===== config.mk =====
export PLATFORM = sky130hd
export DESIGN_NAME = byte_data_mem
export DESIGN_NICKNAME = d
export VERILOG_FILES = /design/src/rtl/mem_pkg.sv /design/src/rtl/mem_access_decode.sv /design/src/rtl/mem_byte_lane.sv /design/src/rtl/byte_data_mem.sv
export SDC_FILE = /design/constraint.sdc
export NUM_CORES = 1
export LEC_CHECK = 0
export BUFFER_PORTS_ARGS = -buffer_cell sky130_fd_sc_hd__buf_2
export CORE_MARGIN = 2
export CORE_UTILIZATION = 30
export CTS_BUF_LIST = sky130_fd_sc_hd__clkbuf_4 sky130_fd_sc_hd__clkbuf_8 sky130_fd_sc_hd__clkbuf_16
export CTS_CLUSTER_SIZE = 10
export DETAILED_ROUTE_END_ITERATION = 8
export PLACE_DENSITY = 0.45
export SLEW_MARGIN = 20
export SYNTH_ARGS = -nofsm -noshare
export SYNTH_HDL_FRONTEND = slang
export SYNTH_HIERARCHICAL = 1
export SYNTH_SLANG_ARGS = --single-unit

===== constraint.sdc =====
create_clock -name clk -period 2.4 [get_ports clk]
set_clock_uncertainty 0.05 [all_clocks]
set_input_delay 0.24 -clock clk [delete_from_list [all_inputs] [get_ports clk]]
set_output_delay 0.24 -clock clk [all_outputs]
set_load 0.02 [all_outputs]

===== src/rtl/mem_pkg.sv =====
package mem_pkg;
    localparam int BYTE_W = 8;

    typedef enum logic [1:0] {
        MODE_RD_WORD = 2'b00,
        MODE_WR_BYTE = 2'b01,
        MODE_WR_HALF = 2'b10,
        MODE_WR_WORD = 2'b11
    } mem_mode_e;

    typedef struct packed {
        logic err;
    } mem_ctl_t;
endpackage


===== src/rtl/mem_access_decode.sv =====
module mem_access_decode
    import mem_pkg::*;
#(
    parameter int LANES = 4,
    parameter int LSW   = 2
) (
    input  logic                    en,
    input  mem_mode_e               mode,
    input  logic [LSW-1:0]          addr_lo,
    input  logic [BYTE_W*LANES-1:0] wdata,
    output logic [LANES-1:0]        lane_we,
    output logic [BYTE_W*LANES-1:0] lane_wdata,
    output logic                    misaligned,
    output logic                    read_ok
);
    logic word_ok;
    logic half_ok;
    logic acc_ok;
    logic sel;

    always_comb begin
        word_ok = (addr_lo == '0);
        half_ok = ~addr_lo[0];
        case (mode)
            MODE_RD_WORD: acc_ok = word_ok;
            MODE_WR_BYTE: acc_ok = 1'b1;
            MODE_WR_HALF: acc_ok = half_ok;
            default:      acc_ok = word_ok;
        endcase
        misaligned = en && !acc_ok;
        read_ok    = en && (mode == MODE_RD_WORD) && word_ok;

        for (int i = 0; i < LANES; i++) begin
            case (mode)
                MODE_WR_BYTE: begin
                    lane_wdata[BYTE_W*i +: BYTE_W] = wdata[BYTE_W-1:0];
                    sel = (addr_lo == LSW'(i));
                end
                MODE_WR_HALF: begin
                    lane_wdata[BYTE_W*i +: BYTE_W] = wdata[BYTE_W*(i%2) +: BYTE_W];
                    sel = ((addr_lo >> 1) == (LSW'(i) >> 1));
                end
                MODE_WR_WORD: begin
                    lane_wdata[BYTE_W*i +: BYTE_W] = wdata[BYTE_W*i +: BYTE_W];
                    sel = 1'b1;
                end
                default: begin
                    lane_wdata[BYTE_W*i +: BYTE_W] = wdata[BYTE_W*i +: BYTE_W];
                    sel = 1'b0;
                end
            endcase
            lane_we[i] = en && acc_ok && sel;
        end
    end
endmodule


===== src/rtl/mem_byte_lane.sv =====
module mem_byte_lane
    import mem_pkg::*;
#(
    parameter int DEPTH = 16,
    localparam int IDX_W = (DEPTH > 1) ? $clog2(DEPTH) : 1
) (
    input  logic              clk,
    input  logic              we,
    input  logic [IDX_W-1:0]  idx,
    input  logic [BYTE_W-1:0] wbyte,
    output logic [BYTE_W-1:0] rbyte
);
    logic [BYTE_W-1:0] cells [DEPTH];

    always_ff @(posedge clk) begin
        if (we) begin
            cells[idx] <= wbyte;
        end
    end

    assign rbyte = cells[idx];
endmodule


===== src/rtl/byte_data_mem.sv =====
module byte_data_mem
    import mem_pkg::*;
#(
    parameter int ADDR_W      = 32,
    parameter int DATA_W      = 32,
    parameter int DEPTH_BYTES = 64
) (
    input  logic              clk,
    input  logic              rst_n,
    input  logic              en,
    input  logic [1:0]        mode,
    input  logic [ADDR_W-1:0] addr,
    input  logic [DATA_W-1:0] wdata,
    output logic [DATA_W-1:0] rdata,
    output logic              err
);
    localparam int LANES = DATA_W / BYTE_W;
    localparam int LSW   = $clog2(LANES);
    localparam int WORDS = DEPTH_BYTES / LANES;
    localparam int IDX_W = (WORDS > 1) ? $clog2(WORDS) : 1;

    logic [LANES-1:0]  lane_we;
    logic [DATA_W-1:0] lane_wdata;
    logic [DATA_W-1:0] lane_rdata;
    logic              misaligned;
    logic              read_ok;
    logic [IDX_W-1:0]  word_idx;
    logic              unused_hi_addr;

    mem_ctl_t ctl_d;
    mem_ctl_t ctl_q;

    assign word_idx       = addr[LSW +: IDX_W];
    assign unused_hi_addr = ^addr[ADDR_W-1:LSW+IDX_W];

    mem_access_decode #(
        .LANES (LANES),
        .LSW   (LSW)
    ) u_decode (
        .en         (en),
        .mode       (mem_mode_e'(mode)),
        .addr_lo    (addr[LSW-1:0]),
        .wdata      (wdata),
        .lane_we    (lane_we),
        .lane_wdata (lane_wdata),
        .misaligned (misaligned),
        .read_ok    (read_ok)
    );

    for (genvar g = 0; g < LANES; g++) begin : g_lane
        mem_byte_lane #(
            .DEPTH (WORDS)
        ) u_lane (
            .clk   (clk),
            .we    (lane_we[g]),
            .idx   (word_idx),
            .wbyte (lane_wdata[BYTE_W*g +: BYTE_W]),
            .rbyte (lane_rdata[BYTE_W*g +: BYTE_W])
        );
    end

    always_comb begin
        ctl_d     = ctl_q;
        ctl_d.err = misaligned;
    end

    always_ff @(posedge clk or negedge rst_n) begin
        if (!rst_n) begin
            ctl_q <= '0;
        end else begin
            ctl_q <= ctl_d;
        end
    end

    assign rdata = read_ok ? lane_rdata : '0;
    assign err   = ctl_q.err;
endmodule


### Yosys cells after proc, flatten, opt, wreduce, memory -nomap -nowiden

Memories as Yosys holds them, arrays and structs flattened.
Index checks and enable logic that the tools add are counted.

| cells by class | value |
|---|---|
| equality and inequality tests | 6 |
| mux-type cells | 17 |
| reductions and logical operators | 13 |
| bitwise gates (word level) | 1 |

Operator list:

| cell | number |
|---|---|
| $mux W32 | 1 |
| $mux W8 | 2 |
| $pmux W8 S2 | 1 |
| $pmux W1 S3 | 4 |
| $eq A2 B2 Y1 const B | 4 |
| $logic_and A1 B1 Y1 | 8 |
| $mux W1 | 8 |
| $logic_not A2 Y1 | 3 |
| $eq A2 B1 Y1 const B | 2 |
| $pmux W1 S2 | 1 |
| $reduce_or A2 Y1 | 1 |
| $logic_not A1 Y1 | 1 |
| $not A1 Y1 | 1 |

| word-level totals | value |
|---|---|
| output and inout bits | 33 |
| memory bits (writable) | 512 |
| memories kept | 4 |
| bits in registers | 1 |

Memory list:

| memory | depth | width | read ports | clocked after Yosys merged registers in | write ports | RTL line | text |
|---|---|---|---|---|---|---|---|
| g_lane[0].u_lane.cells | 16 | 8 | 1 | 0 | 1 | mem_byte_lane.sv:13 | `logic [BYTE_W-1:0] cells [DEPTH];` |
| g_lane[1].u_lane.cells | 16 | 8 | 1 | 0 | 1 | mem_byte_lane.sv:13 |  |
| g_lane[2].u_lane.cells | 16 | 8 | 1 | 0 | 1 | mem_byte_lane.sv:13 |  |
| g_lane[3].u_lane.cells | 16 | 8 | 1 | 0 | 1 | mem_byte_lane.sv:13 |  |

### Longest topological paths before layout

| logic depth | value |
|---|---|
| depth after elaboration | 6 |
| gate-level depth with buffers | 8 |
| depth with buffers taken out | 7 |

### Modules after synthesis

The synthesis kept the hierarchy.

By module, submodules not included:

| module | area an instance (µm²) | sequential area each (µm²) | instances | cells each |
|---|---|---|---|---|
| mem_byte_lane | 4,907.2 | 3,843.7 | 4 | 222 |
| mem_access_decode | 653.1 | 0.0 | 1 | 83 |
| byte_data_mem | 280.3 | 25.0 | 1 | 36 |

### Worst setup path before layout

No wires, ideal clock.

| timing path | value |
|---|---|
| kind | input to register |
| start | in mode[0] |
| end | mem g_lane[0].u_lane.cells[0][0] (enable) |
| path slack | -0.265 ns |
| stages | 8 |
| setup time | 0.383 ns |
| data arrival time | 2.232 ns |
| path through | inv_1 ha_1 buf_6 nand2b_4 o221ai_2 a21oi_1 or3b_2 nor3_1 |

| on the way | value |
|---|---|
| cells in the longest elaborated chain, start to end | 6 |

Ends and longest elaborated chain:

| element | RTL line | text |
|---|---|---|
| from (decl) | byte_data_mem.sv:11 | `input logic [1:0] mode,` |
| $eq A2 B2 Y1 / $eq A2 B1 Y1 (equally long branches) | mem_access_decode.sv:24, mem_access_decode.sv:34 |  |
| $pmux W1 S2 | mem_access_decode.sv:24 | `case (mode)` |
| $logic_and A1 B1 Y1 | mem_access_decode.sv:52 | `lane_we[i] = en && acc_ok && sel;` |
| $logic_and A1 B1 Y1 * | mem_access_decode.sv:52 |  |
| net lane_we[0] | byte_data_mem.sv:22 | `logic [LANES-1:0] lane_we;` |
| $mux W1 * | mem_byte_lane.sv:16 | `if (we) begin` |
| $mux W1 (not written as such) * | mem_byte_lane.sv:17 | `cells[idx] <= wbyte;` |
| to (decl) | mem_byte_lane.sv:13 |  |

The timed path passes the listed nets; every way through them passes the cells marked *.

### Worst setup path in the final report

| timing path | value |
|---|---|
| start | mem g_lane[3].u_lane.cells[3][6] |
| end | out rdata[30] |

| on the way | value |
|---|---|
| cells in the longest elaborated chain, start to end | 2 |

Ends and longest elaborated chain:

| element | RTL line | text |
|---|---|---|
| from (decl) | mem_byte_lane.sv:13 |  |
| $mem_v2 Z16 W8 | n/a |  |
| net lane_rdata[30] | byte_data_mem.sv:24 | `logic [DATA_W-1:0] lane_rdata;` |
| $mux W32 | byte_data_mem.sv:75 | `assign rdata = read_ok ? lane_rdata : '0;` |
| to (decl) | byte_data_mem.sv:14 | `output logic [DATA_W-1:0] rdata,` |

The timed path passes the listed nets, and every way through them passes these cells.

==> results.md <==
- Post-CTS Setup Inserts: 0
- CTS tree: built
- Slowest stage delay, CP: 0.52 ns
- Starting density of the core: 0.305
- GRT Util Overall: 0.148
- Net count, final: 1332
- Max Freq: a little over 400 MHz
- Critical Path AT: roughly 2.2 ns
- # rows: 95
- Final hold violation count: 0
- Synth Cell Area: 20600 um^2
- Family with the most delay on the worst path: multiplexers
- Power Density: roughly 770 nW/um^2
- Vias/cell: between 4 and 5
- Vias post-DR: 10400
- Final Max Tran Viols: 0
- Die area: approximately 71000 um^2
- Seq/Total Area, Yosys: 0.749
- Hold Path Class: in2reg
- RSZ-0062 raised after global routing: yes
- Worst slew pin tran: between 0.8 and 0.9 ns
- CP required: between 2 and 2.5 ns
- Post-synth ARST share: 0.00195
- Die H: roughly 270 um
- Clock Sinks: approximately 500
- Drt total wl: about 52 mm
- IO Pins: 102
- Rel. slew slack: 0.429
- Cells after Synth: between 1000 and 1500
- Synth Area per Inst: 20.4 um^2
- GP Congestion: ~0.76
- Antenna-violating nets left: 0
- CP cell instances: mux4_2 > a22oi_2 > nand2_1 > and2_4 > buf_6
- Commonest non-fill, non-tap cell in the layout: edfxtp_1
- Setup TNS: -0.484 ns
- Vias in the first global route: ~11000
- EDFF count, synth: between 500 and 600
- Area growth syn-to-layout: 23.5%
- Fraction of final layout cells with drive strength greater than 1: 0.437
- Initial antenna violation count: 3
- Worst Setup Path Type: reg2out
- DR WL/cell: approximately 24 um
- Max rail drop VDD: 0.000672 V
- Ys flop type: edfxtp_1
- Leakage power: approximately 8.4 nW
- 1st-pass router iterations: 5
- DRT iter0 DRCs: between 700 and 800
- Reg clk slew, reported paths: ~0.06 ns
- Clock buffer depth: 3
- Violated checks: negative setup slack
- # DRC: 0
- Die Width: 266 um
- Synthesized Nets: roughly 1100
- Seq cells post-synth: 513
- Placeable Area: slightly below 70000 um^2
- First-pass GRT wire length: 75.6 mm
- # setup viols final: 17
- Total CTS buffers: approximately 60
- Post-layout min period: between 2 and 2.5 ns
- Final hold slack: around 0.064 ns
- Input/output buffers: 75
- Largest net degree at the start of global routing: 31
- Worst setup margin: -0.0695 ns
- Crit path max fanout: 1
- Dpl ws: -0.240 ns
- Syn. warnings: 6
- Post-route clock period utilization: 1.03
- Final core occ: 0.376
- Crit path buf inv count: 1
- Most frequent cells in the layout: edfxtp_1 (512), buf_4 (152), mux4_2 (128), clkbuf_16 (61), nor2_1 (59)
- Post-synth cell types: 32
- Startpoint class of the critical path: register
- Final Power: 19.5 mW
- Clock root cell: clkbuf_16
- Nature of the critical path endpoint: primary output
- CP max-delay cell: mux4_2
- DP Wirelength: around 34 mm
- Clock H-tree levels: 2
- Status: complete, but fails checks
- Final global-route overflow total: 0
- MaxCap Viol Count: 0
==> repair_timing <==
action / in CTS / in global routing
pin swaps: 60 / 13
hold buffers: 5 / 0
setup endpoints to repair: 32 / 32
endpoints found under the hold margin: 8 / 0
resized for setup: 138 / 7
==> sequential cells by signal, summed over array words and instances (netlist names) <==
| signal | cells |
|---|---|
| err | 1 |
| g_lane.u_lane/cells | 512 |
==> path summary, 6_finish.rpt <==
kind                                               from  depth (start not counted)                            to  slack, ns
worst min-delay path                          wdata[20]                          2  g_lane[2].u_lane/cells[4][4]       0.06
worst max-delay path       g_lane[3].u_lane/cells[3][6]                          5                     rdata[30]      -0.07
min in group asynchronous                         rst_n                          3                           err       0.43
max in group asynchronous                         rst_n                          3                           err       1.77
==> final cells by class <==
class | count | area, um^2
tap | 873 | 1090
sequential | 513 | 15400
clock buffer | 68 | 1580
timing repair buffer | 250 | 2140
fill | 6211 | 42100
antenna | 2 | 5.00
clock inverter | 8 | 101
inverter | 4 | 15.0
multi-input combinational | 429 | 5060
==> where the power goes <==
group | internal [mW] | total [mW] | switching, mW
logic | 0.537 | 1.36 | 0.824
clock network | 4.78 | 8.11 | 3.33
registers | 10.0 | 10.0 | 0.00990
total | 15.3 | 19.5 | 4.16
==> per-layer routing <==
| layer | vias up | track usage | part of all wire |
|---|---|---|---|
| li1 | 4632 | - | - |
| met1 | 5487 | 0.214 | 0.48 |
| met2 | 239 | 0.227 | 0.46 |
| met3 | 76 | 0.0244 | 0.042 |
| met4 | 0 | 0.0478 | 0.024 |
| met5 | - | 0 | 0 |
==> cells in the mapped netlist (all sizes together) (11+ instances only) <==
| cell | instances | area, um^2 |
|---|---|---|
| a21oi | 11 | 55.1 |
| and2 | 37 | 272 |
| buf | 46 | 308 |
| a22oi | 72 | 541 |
| nand2 | 36 | 135 |
| edfxtp | 512 | 15400 |
| mux4 | 128 | 2880 |
| mux2 | 16 | 191 |
| clkbuf | 15 | 65.1 |
| nor2 | 61 | 229 |
| nor2b | 14 | 87.6 |
| nor3 | 16 | 80.1 |
==> logic make-up after synthesis <==
kind of cell	Yosys count	share of synthesized area
muxes	144	0.150
and+or+nand+nor	190	0.0481
buffers and inverters	65	0.0189
AOI/OAI and AO/OA	89	0.0310
adders and majority gates	6	0.00365
DFF	513	0.749
==> stage by stage <==
| step | cell area [um^2] | std cells |
|---|---|---|
| detailed placement | 23200 | 2067 |
| global placement | 23200 | 2067 |
| global route | 25400 | 2145 |
| finish | 25400 | 2147 |
| CTS | 25400 | 2145 |
| floorplan | 20600 | 1007 |
No activity file was read; power rests on OpenSTA's default activity.
